## config.mk

```make
export PLATFORM = sky130hd
export DESIGN_NAME = flowc_cache
export DESIGN_NICKNAME = d
export VERILOG_FILES = /design/src/rtl/flowc_pkg.sv /design/src/rtl/flowc_way.sv /design/src/rtl/flowc_recency.sv /design/src/rtl/flowc_ratio.sv /design/src/rtl/flowc_cache.sv
export SDC_FILE = /design/constraint.sdc
export NUM_CORES = 2
export LEC_CHECK = 0
export BUFFER_PORTS_ARGS = -buffer_cell sky130_fd_sc_hd__buf_4
export CORE_MARGIN = 4
export CORE_UTILIZATION = 30
export CTS_CLUSTER_SIZE = 8
export DETAILED_ROUTE_END_ITERATION = 10
export PLACE_DENSITY_LB_ADDON = 0.1
export SLEW_MARGIN = 40
export SYNTH_ARGS = -nofsm -noshare
export SYNTH_HDL_FRONTEND = slang
export SYNTH_SLANG_ARGS = --single-unit
```

## constraint.sdc

```tcl
create_clock -name clk -period 25.3 [get_ports clk]
set_input_delay 2.53 -clock clk [delete_from_list [all_inputs] [get_ports clk]]
set_output_delay 2.53 -clock clk [all_outputs]
set_load 0.03 [all_outputs]
```

## src/rtl/flowc_pkg.sv

```systemverilog
package flowc_pkg;

    localparam int unsigned RATIO_W = 16;

    typedef logic [RATIO_W-1:0] ratio_t;

    // About 0.914 * h using shifts only; never underflows.
    function automatic ratio_t ratio_decay(input ratio_t h);
        return h - (h >> 4) - (h >> 5) + (h >> 7);
    endfunction

    // Maximal-length 16-bit Fibonacci step, taps 16/14/13/11.
    function automatic ratio_t lfsr_next(input ratio_t s);
        return {s[RATIO_W-2:0], s[15] ^ s[13] ^ s[12] ^ s[10]};
    endfunction

endpackage

```

## src/rtl/flowc_way.sv

```systemverilog
module flowc_way #(
    parameter int unsigned IDX_W = 4,
    parameter int unsigned ID_W  = 32,
    parameter int unsigned RES_W = 4
) (
    input  logic             clk,
    input  logic             rst,
    input  logic             clr,
    input  logic             we,
    input  logic [IDX_W-1:0] w_idx,
    input  logic [ID_W-1:0]  w_id,
    input  logic [RES_W-1:0] w_res,
    input  logic [IDX_W-1:0] a_idx,
    output logic             a_valid,
    output logic [ID_W-1:0]  a_id,
    output logic [RES_W-1:0] a_res,
    input  logic [IDX_W-1:0] b_idx,
    output logic             b_valid,
    output logic [ID_W-1:0]  b_id
);
    localparam int unsigned DEPTH = 1 << IDX_W;

    logic [DEPTH-1:0] valid_q;
    logic [ID_W-1:0]  id_q  [DEPTH];
    logic [RES_W-1:0] res_q [DEPTH];

    always_ff @(posedge clk) begin
        if (rst || clr) begin
            valid_q <= '0;
        end else if (we) begin
            valid_q[w_idx] <= 1'b1;
        end
    end

    always_ff @(posedge clk) begin
        if (we && !clr) begin
            id_q[w_idx]  <= w_id;
            res_q[w_idx] <= w_res;
        end
    end

    always_comb begin
        a_valid = valid_q[a_idx];
        a_id    = id_q[a_idx];
        a_res   = res_q[a_idx];
        b_valid = valid_q[b_idx];
        b_id    = id_q[b_idx];
    end

    // a written entry is valid afterwards
    assert_write_sets_valid_R3: assert property (@(posedge clk) disable iff (rst)
        (we && !clr) |=> valid_q[$past(w_idx)]);

    // a clear leaves nothing valid
    assert_clear_empties_R9: assert property (@(posedge clk) disable iff (rst)
        clr |=> (valid_q == '0));

endmodule

```

## src/rtl/flowc_recency.sv

```systemverilog
module flowc_recency #(
    parameter int unsigned NWAYS = 4,
    parameter int unsigned IDX_W = 4
) (
    input  logic             clk,
    input  logic             rst,
    input  logic             clr,
    input  logic             t0_en,
    input  logic [IDX_W-1:0] t0_idx,
    input  logic [NWAYS-1:0] t0_way,
    input  logic             t1_en,
    input  logic [IDX_W-1:0] t1_idx,
    input  logic [NWAYS-1:0] t1_way,
    input  logic [IDX_W-1:0] q_idx,
    output logic [NWAYS-1:0] victim
);
    localparam int unsigned DEPTH = 1 << IDX_W;

    logic [NWAYS-1:0] mru_q [DEPTH];
    logic [NWAYS-1:0] mru_d [DEPTH];

    function automatic logic [NWAYS-1:0] touch(input logic [NWAYS-1:0] b,
                                               input logic [NWAYS-1:0] oh);
        logic [NWAYS-1:0] t;
        t = b | oh;
        return (&t) ? oh : t;
    endfunction

    function automatic logic [NWAYS-1:0] first_one(input logic [NWAYS-1:0] v);
        logic [NWAYS-1:0] r;
        r = '0;
        for (int i = NWAYS - 1; i >= 0; i--) begin
            if (v[i]) begin
                r    = '0;
                r[i] = 1'b1;
            end
        end
        return r;
    endfunction

    always_comb begin
        for (int s = 0; s < DEPTH; s++) begin
            mru_d[s] = mru_q[s];
            if (t0_en && t0_idx == IDX_W'(s)) mru_d[s] = touch(mru_d[s], t0_way);
            if (t1_en && t1_idx == IDX_W'(s)) mru_d[s] = touch(mru_d[s], t1_way);
        end
    end

    always_ff @(posedge clk) begin
        for (int s = 0; s < DEPTH; s++) begin
            if (rst || clr) mru_q[s] <= '0;
            else            mru_q[s] <= mru_d[s];
        end
    end

    assign victim = first_one(~mru_q[q_idx]);

    // a set never has every recency bit set, so a victim exists
    assert_never_saturated_R5: assert property (@(posedge clk) disable iff (rst)
        !(&mru_q[q_idx]));

    // exactly one victim way is offered
    assert_victim_single_R5: assert property (@(posedge clk) disable iff (rst)
        $countones(victim) == 1);

endmodule

```

## src/rtl/flowc_ratio.sv

```systemverilog
module flowc_ratio
    import flowc_pkg::*;
#(
    parameter ratio_t HIT_GAIN  = 16'd6554,
    parameter ratio_t LFSR_SEED = 16'hACE1
) (
    input  logic clk,
    input  logic rst,
    input  logic clr,
    input  logic upd,
    input  logic hit,
    output logic admit
);
    ratio_t           h_q;
    ratio_t           lfsr_q;
    ratio_t           h_nxt;
    logic [RATIO_W:0] sum;

    always_comb begin
        sum   = {1'b0, ratio_decay(h_q)} + (hit ? {1'b0, HIT_GAIN} : '0);
        h_nxt = sum[RATIO_W] ? '1 : sum[RATIO_W-1:0];
    end

    always_ff @(posedge clk) begin
        if (rst) begin
            h_q    <= '0;
            lfsr_q <= LFSR_SEED;
        end else begin
            lfsr_q <= lfsr_next(lfsr_q);
            if (clr)      h_q <= '0;
            else if (upd) h_q <= h_nxt;
        end
    end

    assign admit = lfsr_q < h_q;

    // the generator never locks up in the all-zero state
    assert_lfsr_live_R7: assert property (@(posedge clk) disable iff (rst)
        lfsr_q != '0);

    // a miss never raises the estimate
    assert_miss_decays_R6: assert property (@(posedge clk) disable iff (rst)
        (upd && !hit && !clr) |=> (h_q <= $past(h_q)));

    // a hit raises the estimate unless it is saturated
    assert_hit_rises_R6: assert property (@(posedge clk) disable iff (rst)
        (upd && hit && !clr && (h_q != '1)) |=> (h_q > $past(h_q)));

    // clear zeroes the estimate
    assert_clear_zero_R9: assert property (@(posedge clk) disable iff (rst)
        clr |=> (h_q == '0));

endmodule

```

## src/rtl/flowc_cache.sv

```systemverilog
module flowc_cache #(
    parameter int unsigned NWAYS = 4,
    parameter int unsigned IDX_W = 4,
    parameter int unsigned ID_W  = 32,
    parameter int unsigned RES_W = 4
) (
    input  logic             clk,
    input  logic             rst,
    input  logic             clr,
    input  logic             lk_valid,
    input  logic [ID_W-1:0]  lk_flow,
    input  logic [IDX_W-1:0] lk_index,
    input  logic             ins_valid,
    input  logic [ID_W-1:0]  ins_flow,
    input  logic [IDX_W-1:0] ins_index,
    input  logic [RES_W-1:0] ins_class,
    output logic             rsp_valid,
    output logic             rsp_hit,
    output logic [RES_W-1:0] rsp_class
);
    logic [NWAYS-1:0] look_valid;
    logic [ID_W-1:0]  look_id  [NWAYS];
    logic [RES_W-1:0] look_res [NWAYS];
    logic [NWAYS-1:0] probe_valid;
    logic [ID_W-1:0]  probe_id [NWAYS];

    logic [NWAYS-1:0] ins_match;
    logic [NWAYS-1:0] ins_sel;
    logic [NWAYS-1:0] ins_we;
    logic [NWAYS-1:0] victim;
    logic             admit;
    logic             ins_go;
    logic             lk_go;
    logic             same_set;

    logic [NWAYS-1:0] ov_valid;
    logic [ID_W-1:0]  ov_id  [NWAYS];
    logic [RES_W-1:0] ov_res [NWAYS];
    logic [NWAYS-1:0] hit_vec;
    logic [NWAYS-1:0] hit_oh;
    logic [RES_W-1:0] hit_res;

    logic             rsp_valid_q;
    logic             rsp_hit_q;
    logic [RES_W-1:0] rsp_class_q;

    function automatic logic [NWAYS-1:0] first_one(input logic [NWAYS-1:0] v);
        logic [NWAYS-1:0] r;
        r = '0;
        for (int i = NWAYS - 1; i >= 0; i--) begin
            if (v[i]) begin
                r    = '0;
                r[i] = 1'b1;
            end
        end
        return r;
    endfunction

    assign ins_go   = ins_valid && !clr;
    assign lk_go    = lk_valid && !clr;
    assign same_set = (ins_index == lk_index);

    generate
        for (genvar w = 0; w < NWAYS; w++) begin : g_way
            flowc_way #(
                .IDX_W (IDX_W),
                .ID_W  (ID_W),
                .RES_W (RES_W)
            ) u_way (
                .clk     (clk),
                .rst     (rst),
                .clr     (clr),
                .we      (ins_we[w]),
                .w_idx   (ins_index),
                .w_id    (ins_flow),
                .w_res   (ins_class),
                .a_idx   (lk_index),
                .a_valid (look_valid[w]),
                .a_id    (look_id[w]),
                .a_res   (look_res[w]),
                .b_idx   (ins_index),
                .b_valid (probe_valid[w]),
                .b_id    (probe_id[w])
            );

            assign ins_match[w] = probe_valid[w] && (probe_id[w] == ins_flow);

            // Insert-first view of the lookup set
            assign ov_valid[w] = (ins_we[w] && same_set) || look_valid[w];
            assign ov_id[w]    = (ins_we[w] && same_set) ? ins_flow  : look_id[w];
            assign ov_res[w]   = (ins_we[w] && same_set) ? ins_class : look_res[w];
            assign hit_vec[w]  = ov_valid[w] && (ov_id[w] == lk_flow);
        end
    endgenerate

    // Way selection for an insert: resident flow, then free way, then victim
    always_comb begin
        if (|ins_match)         ins_sel = first_one(ins_match);
        else if (~&probe_valid) ins_sel = first_one(~probe_valid);
        else if (admit)         ins_sel = victim;
        else                    ins_sel = '0;
        ins_we = ins_go ? ins_sel : '0;
    end

    always_comb begin
        hit_oh  = lk_go ? first_one(hit_vec) : '0;
        hit_res = '0;
        for (int w = 0; w < NWAYS; w++) begin
            if (hit_oh[w]) hit_res = hit_res | ov_res[w];
        end
    end

    flowc_recency #(
        .NWAYS (NWAYS),
        .IDX_W (IDX_W)
    ) u_recency (
        .clk    (clk),
        .rst    (rst),
        .clr    (clr),
        .t0_en  (|ins_we),
        .t0_idx (ins_index),
        .t0_way (ins_we),
        .t1_en  (|hit_oh),
        .t1_idx (lk_index),
        .t1_way (hit_oh),
        .q_idx  (ins_index),
        .victim (victim)
    );

    flowc_ratio u_ratio (
        .clk   (clk),
        .rst   (rst),
        .clr   (clr),
        .upd   (lk_go),
        .hit   (|hit_oh),
        .admit (admit)
    );

    always_ff @(posedge clk) begin
        if (rst) begin
            rsp_valid_q <= 1'b0;
            rsp_hit_q   <= 1'b0;
            rsp_class_q <= '0;
        end else begin
            rsp_valid_q <= lk_go;
            rsp_hit_q   <= |hit_oh;
            rsp_class_q <= hit_res;
        end
    end

    assign rsp_valid = rsp_valid_q;
    assign rsp_hit   = rsp_hit_q;
    assign rsp_class = rsp_class_q;

    // every accepted lookup is answered one cycle later
    assert_rsp_follows_R1: assert property (@(posedge clk) disable iff (rst)
        (lk_valid && !clr) |=> rsp_valid);

    // a hit is only reported inside a response
    assert_hit_in_rsp_R1: assert property (@(posedge clk) disable iff (rst)
        rsp_hit |-> rsp_valid);

    // a lookup in a clear cycle gets no response
    assert_clear_no_rsp_R9: assert property (@(posedge clk) disable iff (rst)
        clr |=> !rsp_valid);

    // an insert writes at most one way
    assert_one_write_R3: assert property (@(posedge clk) disable iff (rst)
        $onehot0(ins_we));

endmodule

```

; ---- Yosys cells after proc, flatten, opt, wreduce, memory -nomap -nowiden
; Memories as Yosys holds them, arrays and structs flattened.
; Index checks and enable logic that the tools add are counted.
[op_classes]
n_addsub = 4
magnitude_cmp = 4
n_eq_ne = 39
mux = 144
n_bitwise = 60
reduce_logical = 96
[ops]
columns = operator, count
row1 = two-way mux 4 bit, 109
row2 = equality test 32 bit, 8
row3 = OR 4 bit, 35
row4 = AND reduction 4 bit, 33
row5 = two-way mux 32 bit, 4
row6 = equality test 4 bit (second input constant), 16
row7 = OR 16 bit, 4
row8 = logical AND 1 bit, 51
row9 = binary-select mux 1 bit (select 4 bit), 8
row10 = equality test 4 x 3 -> 1 bit (second input constant), 8
row11 = two-way mux 1 bit, 20
row12 = adder 16 x 17 -> 17 bit, 1
row13 = adder 16 x 9 -> 16 bit, 1
row14 = equality test 4 x 2 -> 1 bit (second input constant), 4
row15 = < comparator 16 bit, 1
row16 = two-way mux 16 bit, 1
row17 = OR 1 bit, 16
row18 = subtractor 16 x 11 -> 16 bit, 1
row19 = subtractor 16 x 12 -> 16 bit, 1
row20 = two-way mux 13 bit, 1
row21 = OR reduction 4 bit, 3
row22 = < comparator 4 x 5 -> 1 bit (second input constant), 2
row23 = equality test 4 x 1 -> 1 bit (second input constant), 2
row24 = zero test 4 bit, 2
row25 = other kinds (8), 15
[word_totals]
register_bits = 102
mem_bits_rw = 2368
wordCells = 365
memories = 9
[memory_table]
columns = memory, words, word_bits, rd, rd_ports_with_merged_regs, wr, line
row1 = g_way[0].u_way.id_q, 16, 32, 2, 0, 1, flowc_way.sv:24  ; logic [ID_W-1:0] id_q [DEPTH];
row2 = g_way[1].u_way.id_q, 16, 32, 2, 0, 1, flowc_way.sv:24
row3 = g_way[2].u_way.id_q, 16, 32, 2, 0, 1, flowc_way.sv:24
row4 = g_way[3].u_way.id_q, 16, 32, 2, 0, 1, flowc_way.sv:24
row5 = g_way[0].u_way.res_q, 16, 4, 1, 0, 1, flowc_way.sv:25  ; logic [RES_W-1:0] res_q [DEPTH];
row6 = g_way[1].u_way.res_q, 16, 4, 1, 0, 1, flowc_way.sv:25
row7 = 3 more memories, -, -, -, -, -, -

; ---- Depth between registers and ports, before layout
[logic_depth]
depth_word = 26
depth_mapped = 40

; ---- By module
; From an unflattened synthesis, not the netlist that was laid out.
[hier_totals]
cells_unflattened = 6630
hier_area_um2 = 117737.9
[by_module_without_submodules]
columns = module, n_inst, cells_per_inst, area_per_inst_um2, seq_area_each_um2
row1 = flowc_way, 4, 1251, 26103.8, 17616.9
row2 = flowc_cache, 1, 721, 5121.2, 120.1
row3 = flowc_recency, 1, 578, 5079.9, 1281.2
row4 = flowc_ratio, 1, 327, 3121.7, 640.6

; ---- Worst setup path after synthesis
; OpenSTA, ideal clock, no wires.
[synth_path]
path_kind = in2reg
startpoint = input port lk_index[1]
endpoint = register u_ratio.h_q[10]
setup_time_ns = 0.132
arrival_time_ns = 9.751
required_ns = 25.168
slack_ns = 15.417
cell_stages = 31
path_buffers = 10
path_cell_list = clkbuf_1 > clkbuf_1 > clkbuf_1 > clkbuf_1 > clkbuf_1 > buf_1 > buf_1 > clkbuf_1 > mux4_2 > mux4_2 > o31a_1 > or3_1 > a22oi_2 > and4_1 > nor3_4 > buf_2 > nor2_1 > ha_1 > a31oi_1 > nor2b_1 > o21a_1 > a31oi_1 > nor2_1 > o21a_1 > a31oi_1 > nor2b_1 > nor2_1 > nor3_1 > a21oi_1 > clkbuf_1 > a21oi_1
[synth_via]
elab_chain_len = 14
word_cells_on_any_way = 42
classes_between = add/sub (1) / eq/ne (5) / mux (19) / reduce/logical (13) / memory (4)
[synth_rtl]
columns = item, line
row1 = from (decl), flowc_cache.sv:12  ; input logic [IDX_W-1:0] lk_index,
row2 = branches (longest 8 deep; another with memory read (16 x 32 bit)), -
row3 = two-way mux 4 bit (*), flowc_cache.sv:51  ; if (v[i]) begin
row4 = two-way mux 4 bit (*), flowc_cache.sv:106  ; hit_oh = lk_go ? first_one(hit_vec) : '0;
row5 = OR reduction 4 bit (*), flowc_cache.sv:135  ; .hit (|hit_oh),
row6 = via u_ratio.hit, flowc_ratio.sv:11  ; input logic hit,
row7 = two-way mux 13 bit (*), flowc_ratio.sv:20  ; sum = {1'b0, ratio_decay(h_q)} + (hit ? {1'b0, HIT_GAIN} : '0);
row8 = adder 16 x 17 -> 17 bit (*), flowc_ratio.sv:20
row9 = two-way mux 16 bit (*), flowc_ratio.sv:21  ; h_nxt = sum[RATIO_W] ? '1 : sum[RATIO_W-1:0];
row10 = to (signal assigned), flowc_ratio.sv:31  ; else if (upd) h_q <= h_nxt;
row11 = to (decl), flowc_ratio.sv:14  ; ratio_t h_q;
; Mark *: on every way through the listed nets, which the timed path passes. The select of a mux whose other input is x is not followed.
; A chain may end at the register's enable or synchronous reset.

; ---- Worst setup path in the final report
[layout_path]
startpoint = input port ins_index[0]
endpoint = register u_ratio.h_q[14]
[layout_via]
elab_chain_len = 23
word_cells_on_any_way = 71
classes_between = add/sub (1) / eq/ne (9) / mux (35) / bitwise (2) / reduce/logical (19) / memory (5)
[layout_rtl]
columns = item, line
row1 = from (decl), flowc_cache.sv:15  ; input logic [IDX_W-1:0] ins_index,
row2 = branches (longest 17 deep; another with memory read (16 x 32 bit)), -
row3 = two-way mux 4 bit (*), flowc_cache.sv:51
row4 = two-way mux 4 bit (*), flowc_cache.sv:106
row5 = OR reduction 4 bit (*), flowc_cache.sv:135
row6 = via u_ratio.hit, flowc_ratio.sv:11
row7 = two-way mux 13 bit (*), flowc_ratio.sv:20
row8 = adder 16 x 17 -> 17 bit (*), flowc_ratio.sv:20
row9 = two-way mux 16 bit (*), flowc_ratio.sv:21
; Marked as above.

==> results.cfg <==
[setup_path]
r2r-start = g_way[1].u_way.id_q[8][21]
endpoint_kind = flop
crit_arrival_ns = 14.14
startpoint_type = primary input
worstPathRequired_ns = 26.07
worstRegToRegCells = 27
worst_path_dominant_cell_family = compound AO/OA/AOI/OAI gates
rrSetupSlack_ns = 15.45
critical_path_class = primary input to flop
worstReg2RegEnd = u_ratio.h_q[14]
slowest_stage = o2111ai_2
crit_fanout = 68
max_stage_delay_ns = 0.77
critical_path_buf_inv_count = 5

[detailed_routing]
wl_met1_um = 233000
top_layer = met5
drtAntennaViolNets = 0
drt_iter0_drc = 10100
route.met3.wl_um = 44200
dr.pass1.iters = 6
num_vias = 78500
met2WireLength_um = 247000
drt_wl_total_um = 551000
via_per_inst = 6.05
drc_errors = 0
wl_per_cell_um = 42.4

[final_layout]
final_layout_size_suffix_gt1_frac = 0.285
num-nets-final = 7568
utilization = 0.345
area_growth_pct = 14.4

[clocking]
root_buffer = clkbuf_16
clk_pin_slew_ns = 0.05
cts_setup_buffers = 0
postCtsHoldBufs = 0
cts_sinks = 2470
ctsResizeCount = 0
htree_levels = 5
cts_tree = done
cts_buffer_depth = 4
cts_buffers = 350
insertion_delay_ns = 0.98

[yosys]
ys_async_sr_fraction = 0
syn_area_per_cell_um2 = 17.0
ys_types = 125
yosysWarnings = 0
ys.flop_type = edfxtp_1
synth_area_leaders = edfxtp_1 56%, mux4_2 20%, mux2i_1 4.2%
synth_seq_cells = 2470
synth_area_um2 = 123000
synth_nets = 7351
yosysSeqAreaShare = 0.591
synth_edf_count = 2304
synth_top_area_share = 0.563
yosys.cell_count.top_type = edfxtp_1
ys_top_cells_by_count = 2304 x edfxtp_1, 1095 x mux4_2, 513 x mux2i_1
synth_cells = 7204
synth_top_cell_by_area = edfxtp_1

[sta]
hold_viol = 0
setup_viol = 0
fin_crit_ns = 13.36
fin_crit_sh = 0.528
drv_slew = 0
slew_headroom = 0.381
max_clock_freq_mhz = 74.8
rsz0062_at_grt = false
finalSetupTns_ns = 0
worstMarginPinSlew_ns = 0.902
finalClockSkew_ns = 0.0828
fin_ws_ns = 11.94

[die]
design.die.area_um2 = 420000
rows = 234
start_util = 0.302
ios = 87
core_um2 = 407000
die_x_um = 648
die_h_um = 648

[min_path]
holdPathStages = 1
min_path_type = flop to flop
hp-start = u_ratio.lfsr_q[5]
min_to = u_ratio.lfsr_q[6]

[power]
power.leakage_nw = 44.9
seqPwrFrac = 0.448
clkPwrFrac = 0.434
switchingPower_mw = 2.60
cell_internal_pwr_mw = 7.44
p_comb_frac = 0.118
max-vdd-ir-drop_v = 0.0000606
power.density_nw_per_um2 = 71.5
swShare = 0.259

[placed_design]
port_buffers = 86
gp_congestion = 0.939
dp_hpwl_um = 351000
dp_slack_ns = 10.89

[global_routing]
overflow = 0
grt_pass1_vias = 78600
grtUsageTotal = 0.257
grt_max_degree = 106
grt_antenna_before_repair = 43
grt_pass1_wl_um = 732000

[job]
cap_violations = 0

[run_status]
status = finished clean
==> layout make-up <==
cell class | count | area, um2
Timing Repair Buffer | 385 | 3430
Sequential cell | 2470 | 72500
Inverter | 124 | 479
Tap cell | 5428 | 6790
Antenna cell | 17 | 42.5
Clock buffer | 443 | 9280
Multi-Input combinational cell | 4090 | 47500
Fill cell | 38600 | 266000
Clock inverter | 26 | 453
==> logic make-up (layout without fill, tap and decap cells) <==
group,count (synthesis),in the layout,share of synthesized area
simple gates,1045,1045,0.0437
flops,2470,2470,0.591
compound gates,1056,1056,0.0622
mux,1714,1714,0.253
other cells,0,17,0
fa+ha+maj,66,66,0.00795
xor+xnor,209,209,0.0149
buf+inv,644,978,0.0281
==> state kept, by name, summed over array words and instances, names as in the netlist <==
name / count
g_way.u_way.id_q: 2048
rsp_valid: 1
g_way.u_way.res_q: 256
u_recency.mru_q: 64
rsp_class: 4
u_ratio.lfsr_q: 16
rsp_hit: 1
u_ratio.h_q: 16
g_way.u_way.valid_q: 64
==> how the worst max path moves through the flow <==
stage / from / slack (ns) / to / cells after the start
final: ins_index[0] / 11.94 / u_ratio.h_q[14] / 30
after global routing: ins_index[0] / 11.30 / u_ratio.h_q[5] / 31
after CTS: ins_index[0] / 11.88 / u_ratio.h_q[7] / 30
after floorplan: lk_index[1] / 15.42 / u_ratio.h_q[10] / 31
after detailed placement: ins_index[0] / 10.89 / u_ratio.h_q[7] / 30
after global placement: ins_index[0] / 10.44 / u_ratio.h_q[15] / 33
==> worst reg2reg max path, stage by stage, from the launching register on <==
cell and delay [ns]:
edfxtp_1 0.39, mux4_2 0.47, mux2i_1 0.53, nand2_1 0.13, and3_1 0.19, a2111oi_0 0.69, nand4b_1 0.59, o2111ai_2 0.78
and2_1 0.69, a21oi_1 0.16, a211oi_1 0.75, and4b_1 0.71, nor3_4 0.09, buf_4 0.26, nor2_1 0.51, ha_1 0.37
a31oi_1 0.26, nor2b_1 0.09, o21a_1 0.20, a31oi_1 0.25, nor2_1 0.08, o21a_1 0.19, a31oi_1 0.25, nor2b_1 0.08
nor2_1 0.15, nor3_1 0.09, a21oi_2 0.58, a21oi_1 0.15
==> power groups by stage <==
| stage | registers [mW] | logic (mW) | clock network (mW) |
|---|---|---|---|
| 2_1_floorplan | 4.57 | 0.676 | 0 |
| 3_3_place_gp | 4.57 | 1.18 | 0 |
| 3_5_place_dp | 4.57 | 1.18 | 0 |
| 4_1_cts | 4.49 | 1.18 | 4.47 |
| 5_1_grt | 4.49 | 1.24 | 4.64 |
| 6_report | 4.49 | 1.19 | 4.36 |
==> metrics by stage <==
stage	cells	instance area [um2]	power (mW)	hold WS, ns
after floorplan	7204	123000	5.25	0.421
after global placement	12500	130000	5.75	0.437
after detailed placement	12500	131000	5.75	0.434
after CTS	13000	140000	10.1	0.454
after global routing	13000	140000	10.4	0.480
final	13000	141000	10.0	0.450
==> cell usage in the layout (no fill, tap or decap), types with 100 or more instances in the layout <==
| cell | n |
|---|---|
| nand2_1 | 216 |
| mux4_2 | 1095 |
| inv_1 | 112 |
| mux2_2 | 100 |
| a22oi_1 | 181 |
| edfxtp_1 | 2304 |
| xnor2_1 | 180 |
| dfxtp_1 | 166 |
| buf_4 | 299 |
| clkbuf_16 | 356 |
| a21oi_1 | 176 |
| nor2_1 | 231 |
| mux2i_1 | 505 |
==> per-layer routing <==
layer	GRT usage	up-vias
met4	0.106	14
met3	0.0522	934
met5	0	-
met1	0.356	42900
met2	0.395	4172
li1	-	30500
Note: power is estimated with default switching activity, not from simulation.
